$ cat src/rtl/dbuf_pwm_pkg.sv
package dbuf_pwm_pkg;

    localparam int ADDR_W = 3;

    typedef enum logic [ADDR_W-1:0] {
        A_PER_LO  = 3'd0,
        A_PER_HI  = 3'd1,
        A_DUTY_LO = 3'd2,
        A_DUTY_HI = 3'd3,
        A_CTRL    = 3'd4
    } pwm_addr_e;

    typedef enum logic {
        ST_OFF = 1'b0,
        ST_RUN = 1'b1
    } pwm_state_e;

    // index of each staged pair in the pair arrays
    localparam int PAIR_PER  = 0;
    localparam int PAIR_DUTY = 1;
    localparam int N_PAIRS   = 2;

endpackage

$ cat src/rtl/pwm_prescaler.sv
module pwm_prescaler #(
    parameter int PS_W = 3
) (
    input  logic            clk,
    input  logic            rst_n,
    input  logic [PS_W-1:0] ps_sel,
    output logic            tick
);
    localparam int DIV_W = (1 << PS_W) - 1;

    logic [DIV_W-1:0] div_q;
    logic [DIV_W:0]   one_sh;
    logic [DIV_W:0]   mask_w;
    logic [DIV_W-1:0] mask;

    // free-running divider; never cleared by a prescale write
    always_ff @(posedge clk or negedge rst_n) begin
        if (!rst_n) div_q <= '0;
        else        div_q <= div_q + 1'b1;
    end

    always_comb begin
        one_sh = {{DIV_W{1'b0}}, 1'b1} << ps_sel;
        mask_w = one_sh - {{DIV_W{1'b0}}, 1'b1};
        mask   = mask_w[DIV_W-1:0];
        tick   = ((div_q & mask) == mask);
    end

endmodule

$ cat src/rtl/pwm_pair_stage.sv
module pwm_pair_stage #(
    parameter int BYTE_W = 8,
    localparam int VAL_W = 2 * BYTE_W
) (
    input  logic              clk,
    input  logic              rst_n,
    input  logic              wr_lo,
    input  logic              wr_hi,
    input  logic [BYTE_W-1:0] din,
    input  logic              commit,
    output logic [VAL_W-1:0]  staged,
    output logic              pending
);
    logic [BYTE_W-1:0] lo_q, hi_q;
    logic              lo_seen_q, hi_seen_q;

    always_ff @(posedge clk or negedge rst_n) begin
        if (!rst_n) begin
            lo_q      <= '0;
            hi_q      <= '0;
            lo_seen_q <= 1'b0;
            hi_seen_q <= 1'b0;
        end else begin
            if (wr_lo) lo_q <= din;
            if (wr_hi) hi_q <= din;
            // a byte written in the commit cycle counts toward the next value
            if (wr_lo)       lo_seen_q <= 1'b1;
            else if (commit) lo_seen_q <= 1'b0;
            if (wr_hi)       hi_seen_q <= 1'b1;
            else if (commit) hi_seen_q <= 1'b0;
        end
    end

    assign staged  = {hi_q, lo_q};
    assign pending = lo_seen_q & hi_seen_q;

endmodule

$ cat src/rtl/pwm_core.sv
module pwm_core
    import dbuf_pwm_pkg::*;
#(
    parameter int CNT_W = 16
) (
    input  logic             clk,
    input  logic             rst_n,
    input  logic             ctl_wr,
    input  logic             ctl_en,
    input  logic             tick,
    input  logic [CNT_W-1:0] per_stg,
    input  logic             per_pend,
    input  logic [CNT_W-1:0] duty_stg,
    input  logic             duty_pend,
    output logic             per_commit,
    output logic             duty_commit,
    output logic             run,
    output logic [CNT_W-1:0] cnt,
    output logic [CNT_W-1:0] per_act,
    output logic             pwm_out
);
    pwm_state_e       state_q, state_nxt;
    logic [CNT_W-1:0] cnt_q, cnt_nxt, cnt_step;
    logic [CNT_W-1:0] per_q, duty_q, per_eff, duty_eff;
    logic             out_q, out_nxt;
    logic             load, wrap;

    // next-state decode
    always_comb begin
        state_nxt = state_q;
        unique case (state_q)
            ST_OFF: if (ctl_wr && ctl_en)  state_nxt = ST_RUN;
            ST_RUN: if (ctl_wr && !ctl_en) state_nxt = ST_OFF;
            default: state_nxt = ST_OFF;
        endcase
    end

    // state register
    always_ff @(posedge clk or negedge rst_n) begin
        if (!rst_n) state_q <= ST_OFF;
        else        state_q <= state_nxt;
    end

    always_comb begin
        load        = (state_q == ST_OFF) && (state_nxt == ST_RUN);
        wrap        = (state_q == ST_RUN) && (state_nxt == ST_RUN)
                      && tick && (cnt_q == per_q);
        per_commit  = load || (wrap && per_pend);
        duty_commit = load || (wrap && duty_pend);
        per_eff     = per_commit  ? per_stg  : per_q;
        duty_eff    = duty_commit ? duty_stg : duty_q;
        cnt_step    = wrap ? '0 : cnt_q + 1'b1;

        cnt_nxt = cnt_q;
        out_nxt = out_q;
        if (state_nxt == ST_OFF) begin
            cnt_nxt = '0;
            out_nxt = 1'b0;
        end else if (load) begin
            cnt_nxt = '0;
            out_nxt = (duty_eff != '0);
        end else if (tick) begin
            cnt_nxt = cnt_step;
            // a duty match wins over the wrap set
            if (cnt_step == duty_eff) out_nxt = 1'b0;
            else if (wrap)            out_nxt = 1'b1;
        end
    end

    // output-side registers
    always_ff @(posedge clk or negedge rst_n) begin
        if (!rst_n) begin
            cnt_q  <= '0;
            out_q  <= 1'b0;
            per_q  <= '0;
            duty_q <= '0;
        end else begin
            cnt_q  <= cnt_nxt;
            out_q  <= out_nxt;
            per_q  <= per_eff;
            duty_q <= duty_eff;
        end
    end

    assign run     = (state_q == ST_RUN);
    assign cnt     = cnt_q;
    assign per_act = per_q;
    assign pwm_out = out_q;

endmodule

$ cat src/rtl/dbuf_pwm.sv
module dbuf_pwm
    import dbuf_pwm_pkg::*;
#(
    parameter int BYTE_W = 8,
    parameter int PS_W   = 3,
    localparam int CNT_W = 2 * BYTE_W
) (
    input  logic              clk,
    input  logic              rst_n,
    input  logic              wr_en,
    input  logic [ADDR_W-1:0] wr_addr,
    input  logic [BYTE_W-1:0] wr_data,
    output logic              pwm_out
);
    logic [N_PAIRS-1:0]            pair_lo_wr, pair_hi_wr, pair_pend, pair_commit;
    logic [N_PAIRS-1:0][CNT_W-1:0] pair_val;
    logic [PS_W-1:0]               ps_q;
    logic                          ctl_wr, tick;
    logic                          run_w;
    logic [CNT_W-1:0]              cnt_w, per_act_w;
    logic                          ctl_unused;

    assign ctl_wr     = wr_en && (wr_addr == A_CTRL);
    assign ctl_unused = ^wr_data[BYTE_W-1:PS_W+1];

    assign pair_lo_wr[PAIR_PER]  = wr_en && (wr_addr == A_PER_LO);
    assign pair_hi_wr[PAIR_PER]  = wr_en && (wr_addr == A_PER_HI);
    assign pair_lo_wr[PAIR_DUTY] = wr_en && (wr_addr == A_DUTY_LO);
    assign pair_hi_wr[PAIR_DUTY] = wr_en && (wr_addr == A_DUTY_HI);

    // prescale exponent is applied from the next clock, no boundary wait
    always_ff @(posedge clk or negedge rst_n) begin
        if (!rst_n)      ps_q <= '0;
        else if (ctl_wr) ps_q <= wr_data[PS_W:1];
    end

    for (genvar g = 0; g < N_PAIRS; g++) begin : g_pair
        pwm_pair_stage #(.BYTE_W(BYTE_W)) u_stage (
            .clk     (clk),
            .rst_n   (rst_n),
            .wr_lo   (pair_lo_wr[g]),
            .wr_hi   (pair_hi_wr[g]),
            .din     (wr_data),
            .commit  (pair_commit[g]),
            .staged  (pair_val[g]),
            .pending (pair_pend[g])
        );
    end

    pwm_prescaler #(.PS_W(PS_W)) u_presc (
        .clk    (clk),
        .rst_n  (rst_n),
        .ps_sel (ps_q),
        .tick   (tick)
    );

    pwm_core #(.CNT_W(CNT_W)) u_core (
        .clk         (clk),
        .rst_n       (rst_n),
        .ctl_wr      (ctl_wr),
        .ctl_en      (wr_data[0]),
        .tick        (tick),
        .per_stg     (pair_val[PAIR_PER]),
        .per_pend    (pair_pend[PAIR_PER]),
        .duty_stg    (pair_val[PAIR_DUTY]),
        .duty_pend   (pair_pend[PAIR_DUTY]),
        .per_commit  (pair_commit[PAIR_PER]),
        .duty_commit (pair_commit[PAIR_DUTY]),
        .run         (run_w),
        .cnt         (cnt_w),
        .per_act     (per_act_w),
        .pwm_out     (pwm_out)
    );

endmodule

$ cat config.mk
export PLATFORM = sky130hd
export DESIGN_NAME = dbuf_pwm
export DESIGN_NICKNAME = d
export VERILOG_FILES = /design/src/rtl/dbuf_pwm_pkg.sv /design/src/rtl/pwm_prescaler.sv /design/src/rtl/pwm_pair_stage.sv /design/src/rtl/pwm_core.sv /design/src/rtl/dbuf_pwm.sv
export SDC_FILE = /design/constraint.sdc
export NUM_CORES = 1
export LEC_CHECK = 0
export BUFFER_PORTS_ARGS = -buffer_cell sky130_fd_sc_hd__buf_2
export CORE_MARGIN = 2
export CORE_UTILIZATION = 40
export CTS_CLUSTER_DIAMETER = 200
export DETAILED_ROUTE_END_ITERATION = 16
export HOLD_SLACK_MARGIN = 0.15
export SETUP_SLACK_MARGIN = 0.1
export SLEW_MARGIN = 10
export SYNTH_ARGS = -nofsm -noshare
export SYNTH_HDL_FRONTEND = slang
export SYNTH_SLANG_ARGS = --single-unit
export TNS_END_PERCENT = 10
$ cat constraint.sdc
create_clock -name clk -period 6.95 [get_ports clk]
set_clock_uncertainty 0.15 [all_clocks]
set_input_delay 1.0425 -clock clk [delete_from_list [all_inputs] [get_ports clk]]
set_output_delay 1.0425 -clock clk [all_outputs]
set_load 0.01 [all_outputs]
==> results of run 1 <==
[cells by family after synthesis]
family | count (synthesis) | share of synthesized area
and+or+nand+nor | 170 | 0.173
AOI/OAI and AO/OA | 103 | 0.129
DFF | 96 | 0.457
muxes | 63 | 0.135
xor gates and xnor gates | 43 | 0.0716
buffers and inverters | 36 | 0.0304
adders and majority gates | 2 | 0.00476
[worst min-delay path by stage]
stage	endpoint	slack [ns]	depth (start not counted)
5_1_grt	u_presc.div_q[6]$_DFF_PN0_	0.36	1
6_report	u_presc.div_q[6]$_DFF_PN0_	0.33	1
3_5_place_dp	u_presc.div_q[6]$_DFF_PN0_	0.32	1
3_3_place_gp	g_pair[0].u_stage.hi_seen_q$_DFFE_PN0P_	0.31	1
4_1_cts	u_presc.div_q[6]$_DFF_PN0_	0.33	1
2_1_floorplan	u_presc.div_q[6]$_DFF_PN0_	0.29	1
[routing by layer]
layer | vias up | GRT usage
li1 | 1871 | -
met3 | 23 | 0.0294
met2 | 102 | 0.291
met5 | - | 0
met4 | 0 | 0.0856
met1 | 2001 | 0.266
[area by class of cell]
type                    count  area [um^2]  share of cell area
clock inverters             7         88.8              0.0154
multi-input cells         381         2710               0.469
repair buffers             18          103              0.0178
flip-flops and latches     96         2400               0.416
well taps                 172          215              0.0373
clock buffers               9          225              0.0390
inverters                   7         26.3             0.00456
[power by group]
group | switching [mW] | internal, mW
Clock | 0.235 | 0.287
Combinational | 0.214 | 0.242
Sequential | 0.141 | 0.703
Total | 0.590 | 1.23
[state kept, by name, summed over array words and instances, names as in the netlist]
register / cells
u_core.per_act: 16
u_core.duty_q: 16
u_core.cnt: 16
u_presc.div_q: 7
u_core.pwm_out: 1
g_pair.u_stage.hi_seen_q: 2
g_pair.u_stage.lo_seen_q: 2
u_core.run: 1
ps_q: 3
g_pair.u_stage.hi_q: 16
g_pair.u_stage.lo_q: 16
[per-stage QoR]
step | utilization | hold WS (ns)
2_1_floorplan | - | 0.287
3_3_place_gp | 0.429 | 0.312
3_5_place_dp | 0.429 | 0.316
4_1_cts | 0.453 | 0.329
5_1_grt | 0.453 | 0.362
6_report | 0.453 | 0.326
[layout by cell type (no fill, tap or decap), drive strengths merged, types with 5 or more instances in the layout]
cell	n
nor4	11
and2	5
mux2	62
a221oi	5
clkbuf	9
a31oi	6
xnor2	25
nor3	9
a21oi	16
nor2	26
nor2b	6
and4	6
xor2	18
o21ai	38
inv	10
dfrtp	96
buf	18
nand2	46
and3	6
o21a	5
nand4	14
nand3	21
==> metrics.md, run 1 <==
| Metric | Value |
|---|---|
| Status | finished clean |
| Commonest cells post-synth | dfrtp_1 (96), mux2_2 (62), nand2_1 (46), o21ai_0 (37), nor2_1 (26) |
| Worst-path clk slew | 0.07 ns |
| WS Path Type | input pin to flip-flop |
| FF-to-FF path depth | 9 |
| DR iter-0 viols | 265 |
| Peak supply drop | 157 uV |
| Post-Syn Instances | 513 |
| CTS tree | done |
| Syn_area_per_cell | 10.3 um^2 |
| Met2 Wirelength | 5.87 mm |
| Die Span Y | 119 um |
| Worst-Skew Late Latency | 0.35 ns |
| Tightest Pin Transition | 0.958 ns |
| CTS H-tree depth | 3 |
| Crit Path Max Fanout | 13 |
| Final WS setup | 3.13 ns |
| Fillers | 1254 |
| Nets | 529 |
| Root buf cell | clkbuf_16 |
| RePlAce Congestion | 0.902 |
| Post_cts resized | 0 |
| Pwr Density | 316 mW/mm^2 |
| Overflow after GRT | 0 |
| Number of flops mapped to enable cells by yosys | 0 |
| Final setup fails | 0 |
| Die width | 119 um |
| Core Region | 0.0127 mm^2 |
| Seq/Total Area, Yosys | 0.457 |
| Detailed Routing Iterations Pass 1 | 5 |
| Netlist cell types | 61 |
| Highest clock rate | 262 MHz |
| Synth Flop Type | dfrtp_1 |
| Max Cap Viol | 0 |
| TNS Setup | 0 ns |
| CP endpoint | u_core.pwm_out$_DFFE_PN0P_ |
| First-pass GRT wire length | 20.9 mm |
| Max_slew headroom | 0.359 |
| Worst path bufs/invs | 2 |
| DRC | 0 |
| Clock Path Buffers | 2 |
| Hold Violations, Final | 0 |
| CTS buffer count | 9 |
| Share of cells above drive strength 1 | 0.210 |
| Tot GR Track Use | 0.190 |
| Worst EP required | 7.03 ns |
| Synth Cell Area | 0.00526 mm^2 |
| Top delay family on crit path | compound AO/OA/AOI/OAI gates |
| Syn nets | 529 |
| RSZ-0062 raised after global routing | no |
| DR vias | 3997 |
| Ant diodes | 0 |
| Post-route cell area | 0.00577 mm^2 |
| Final WL | 12.9 mm |
| Asr flop ratio synth | 1.00 |
| Top Metal Used | met4 |
| # clock sinks | 96 |
| Hold Crit Class | flip-flop to flip-flop |
| Max incr delay on CP | 0.48 ns |
| Die area | 0.0141 mm^2 |
| Largest area contributor in the netlist | dfrtp_1 |
| Post-route minimum period | 3.82 ns |
| ANT nets after route | 0 |
| Hpwl dp | 9.26 mm |
| Postcts setup bufs | 0 |
| Initial Utilization | 0.414 |
| Cts hold-fix bufs | 0 |
| # IOs | 15 |
| Initial antenna violation count | 0 |
| Tcrit/Tclk final | 0.550 |
| HP Start | u_presc.div_q[6]$_DFF_PN0_ |
| Slowest CP cell | o21ai_2 |
| Vias per inst | 5.79 |
| Max-slew violation count | 0 |
| Total Power | 1.82 mW |
| Synth Warn # | 0 |
| Pre-CTS WS | 2.79 ns |
| Leak | 2.43 nW |
| Cells after DPL | 674 |
| Reg-to-Reg End | u_core.pwm_out$_DFFE_PN0P_ |
| Worst path depth | 10 |
| CP startpoint | wr_addr[1] |
| Share of the synthesized area in the top cell type | 0.457 |
| Yosys reg bits | 96 |
| Area contributors post-synth | dfrtp_1 (46%), mux2_2 (13%), xnor2_1 (4.2%) |
| PortBufs | 14 |
| M1 WL | 6.01 mm |
| Num rows | 41 |
| R2R setup slack | 3.16 ns |
| Finished Layout Cells | 690 |
| Layout area overhead | 9.63% |
| Routed len/inst | 18.6 um |
| Endpoint type of the worst setup path | flip-flop |
| Worst path cell trace | buf_2, nand4bb_1, o21ai_2, inv_1, nand3_1, a221oi_1, o221a_1, a2111oi_2, nand4b_1, o41a_1 |
| Largest net degree at the start of global routing | 72 |
| Number of global-route vias before repair | 3921 |
| Data arrival, critical path | 3.91 ns |
| Post-DP Area | 0.00545 mm^2 |
| Top-count cell post-synth | dfrtp_1 |
| RR Startpoint | u_core.cnt[5]$_DFFE_PN0P_ |
| Met3 WL post-DR | 561 um |
| Critical Path Source Type | input pin |
(Power assumes the default switching activity.)
==> inputs of run 2 (changes only) <==
Settings changed: ABC_AREA set to 1.
Clock period 6.95 ns to 3.6 ns, I/O delays scaled along.
==> metrics.md, run 2 <==
| Metric | Value |
|---|---|
| Layout area overhead | 10.9% (was 9.63%) |
| Postcts setup bufs | 0 (unchanged) |
| Synth Flop Type | dfrtp_1 (unchanged) |
| Syn_area_per_cell | 7.92 um^2 (was 10.3 um^2) |
| Share of cells above drive strength 1 | 0.0955 (was 0.210) |
| First-pass GRT wire length | 20.3 mm (was 20.9 mm) |
| P_sw | 930 uW (was 590 uW) |
| ANT nets after route | 0 (unchanged) |
| Synth Warn # | 0 (unchanged) |
| Combinational power share | 0.196 (was 0.250) |
| Leak | 2.69 nW (was 2.43 nW) |
| Max incr delay on CP | 0.45 ns (was 0.48 ns) |
| Clock power frac | 0.346 (was 0.287) |
| Routed len/inst | 15.3 um (was 18.6 um) |
| Worst path cell trace | inv_1, nand2_1, nand2_1, nand3_1, nor2_1, nand2_1, nor2_4, nand3_4, nand2_4, nand2_1, nand2_1, nand2_1, nand2_1, nand2_1, inv_1, nand2_1, nor2_1, nand2_1, nand2_1, nand2_1, nand2_1, nand2_1 (was buf_2, nand4bb_1, o21ai_2, inv_1, nand3_1, a221oi_1, o221a_1, a2111oi_2, nand4b_1, o41a_1) |
| Endpoint type of the worst setup path | flip-flop (unchanged) |
| Seq/Total Area, Yosys | 0.488 (was 0.457) |
| Status | finished clean (unchanged) |
| Core Region | 0.0120 mm^2 (was 0.0127 mm^2) |
| Root buf cell | clkbuf_16 (unchanged) |
| Pint | 2.14 mW (was 1.23 mW) |
| Largest net degree at the start of global routing | 57 (was 72) |
| Commonest non-fill, non-tap cell in the layout | nand2_1 (was dfrtp_1) |
| RePlAce Congestion | 0.920 (was 0.902) |
| CP most frequent cell | nand2_1 |
| Yosys reg bits | 96 (unchanged) |
| Area contributors post-synth | dfrtp_1 (49%), nand2_1 (15%), inv_1 (5.9%) (was dfrtp_1 (46%), mux2_2 (13%), xnor2_1 (4.2%)) |
| CTS buffer count | 9 (unchanged) |
| Die Span Y | 115 um (was 119 um) |
| Hold Violations, Final | 0 (unchanged) |
| Crit Path Max Fanout | 27 (was 13) |
| Max_slew headroom | 0.522 (was 0.359) |
| DR vias | 4019 (was 3997) |
| Nets | 651 (was 529) |
| Initial antenna violation count | 0 (unchanged) |
| Max-slew violation count | 0 (unchanged) |
| RSZ-0062 raised after global routing | no (unchanged) |
| Post-Syn Instances | 622 (was 513) |
| Hpwl dp | 8.64 mm (was 9.26 mm) |
| WS Path Type | flip-flop to flip-flop (was input pin to flip-flop) |
| Worst EP required | 3.70 ns (was 7.03 ns) |
| DR iter-0 viols | 360 (was 265) |
| Commonest cells post-synth | nand2_1 (191), dfrtp_1 (96), inv_1 (78), nand3_1 (54), o21ai_0 (48) (was dfrtp_1 (96), mux2_2 (62), nand2_1 (46), o21ai_0 (37), nor2_1 (26)) |
| Data arrival, critical path | 3.07 ns (was 3.91 ns) |
| DRC | 0 (unchanged) |
| Syn nets | 638 (was 529) |
| Die area | 0.0132 mm^2 (was 0.0141 mm^2) |
| Peak supply drop | 290 uV (was 157 uV) |
| CTS H-tree depth | 3 (unchanged) |
| Critical Path Source Type | flip-flop (was input pin) |
| CTS tree | done (unchanged) |
| Ant diodes | 0 (unchanged) |
| Worst-path clk slew | 0.07 ns (about the same) |
| PortBufs | 14 (unchanged) |
| Finished Core Util | 0.455 (was 0.453) |
| Final setup fails | 0 (unchanged) |
| Top-count cell post-synth | nand2_1 (was dfrtp_1) |
| Die width | 115 um (was 119 um) |
| Overflow after GRT | 0 (unchanged) |
| Slowest CP cell | dfrtp_1 (was o21ai_2) |
| Netlist cell types | 33 (was 61) |
| Hold Crit Class | flip-flop to flip-flop (unchanged) |
| Clock Path Buffers | 2 (unchanged) |
| # IOs | 15 (unchanged) |
| Num rows | 40 (was 41) |
| Sequential share of power | 0.458 (was 0.463) |
| Synth Cell Area | 0.00493 mm^2 (was 0.00526 mm^2) |
| Worst-Skew Late Latency | 0.35 ns (about the same) |
| Final WL | 12.0 mm (was 12.9 mm) |
| Highest clock rate | 336 MHz |
| Tot GR Track Use | 0.200 (was 0.190) |
| Initial Utilization | 0.410 (was 0.414) |
| Max Cap Viol | 0 (unchanged) |
| Post-route minimum period | 2.97 ns |
| Vias per inst | 5.11 (was 5.79) |
| R2R setup slack | 0.63 ns (was 3.16 ns) |
| Number of flops mapped to enable cells by yosys | 0 (unchanged) |
| Asr flop ratio synth | 1.00 (unchanged) |
| Detailed Routing Iterations Pass 1 | 5 (unchanged) |
| Number of global-route vias before repair | 3868 (was 3921) |
| Most frequent cells in the layout | nand2_1 (191), dfrtp_1 (96), inv_1 (78), nand3_1 (54), o21ai_0 (48) (was dfrtp_1 (96), mux2_2 (62), nand2_1 (46), o21ai_0 (37), nor2_1 (26)) |
| Switch share | 0.303 (was 0.324) |
| Pwr Density | 562 mW/mm^2 (was 316 mW/mm^2) |
| TNS Setup | 0 ns (unchanged) |
| Largest area contributor in the netlist | dfrtp_1 (unchanged) |
| Share of the synthesized area in the top cell type | 0.488 (was 0.457) |
| # clock sinks | 96 (unchanged) |
| Tightest Pin Transition | 0.714 ns (was 0.958 ns) |
| Tcrit/Tclk final | 0.826 |
-- run 2: cell types whose count changed after synthesis, moves of 11 or more --
cell / before / now
nand2_1: 46 / 191
inv_1: 7 / 78
mux2_2: 62 / 9
nand3_1: 21 / 54
nand3b_1: 1 / 17
xnor2_1: 25 / 9
a21oi_1: 16 / 1
o22ai_1: 1 / 15
nor2_1: 26 / 37
o21ai_0: 37 / 48
-- run 2: kinds of logic after synthesis --
logic type / count (synthesis) / share of synthesized area
buf+inv: 101 / 0.0810
flops: 96 / 0.488
compound gates: 67 / 0.0747
xor+xnor: 21 / 0.0373
simple gates: 326 / 0.294
fa+ha+maj: 2 / 0.00508
mux: 9 / 0.0206
-- run 2: repair_timing --
action / in CTS / in global routing
endpoints found under the hold margin: 54 / 0
hold buffers: 1 / 0
gates resized for setup: 0 / 0
-- run 2: metrics by stage --
step,power [mW],hold WS (ns),area [um^2],instances,worst slack [ns]
CTS,3.09,0.326,5460,786,0.612
floorplan,1.84,0.0944,4930,622,1.20
finish,3.07,0.320,5460,786,0.625
detailed placement,2.03,0.319,5130,770,0.451
global placement,2.01,0.311,5130,770,0.517
global route,3.26,0.347,5460,786,0.322
-- run 2: metal layers --
layer | wire length, um | vias up | global-route usage
met1 | 5930 | 1891 | 0.294
li1 | - | 2016 | -
met3 | 491 | 19 | 0.0285
met5 | 0 | - | 0
met2 | 5370 | 93 | 0.298
met4 | 252 | 0 | 0.0763
-- run 2: area by class of cell --
cell class / instances / area (um^2)
fill: 1202 / 6550
timing repair buffer: 19 / 113
clock inverter: 5 / 86.3
tap: 147 / 184
multi-input combinational: 425 / 2120
inverter: 84 / 315
sequential: 96 / 2400
clock buffer: 10 / 239
-- run 2: final timing paths --
check | startpoint | to | cells past startpoint
worst max-delay path | u_core.cnt[11]$_DFFE_PN0P_ | u_core.pwm_out$_DFFE_PN0P_ | 22
worst max register to register | u_core.cnt[11]$_DFFE_PN0P_ | u_core.pwm_out$_DFFE_PN0P_ | 22
max in group asynchronous | rst_n | u_core.duty_q[2]$_DFF_PN0_ | 3
min in group asynchronous | rst_n | u_core.per_act[5]$_DFFE_PN0P_ | 2
worst min register to register | u_presc.div_q[0]$_DFF_PN0_ | u_presc.div_q[0]$_DFF_PN0_ | 1
worst min-delay path | u_presc.div_q[0]$_DFF_PN0_ | u_presc.div_q[0]$_DFF_PN0_ | 1
-- run 2: critical path, delay by kind of cell (launching register included) --
kind	cells	cell delay, ns
DFF	1	0.45
and+or+nand+nor	20	2.06
buffers and inverters	2	0.18
-- run 2: power groups by stage --
stage	Sequential [mW]	Combinational, mW	Clock (mW)
after CTS	1.41	0.607	1.08
after detailed placement	1.42	0.601	0
after global routing	1.43	0.704	1.12
after floorplan	1.38	0.460	0
after global placement	1.42	0.595	0
final	1.41	0.604	1.06
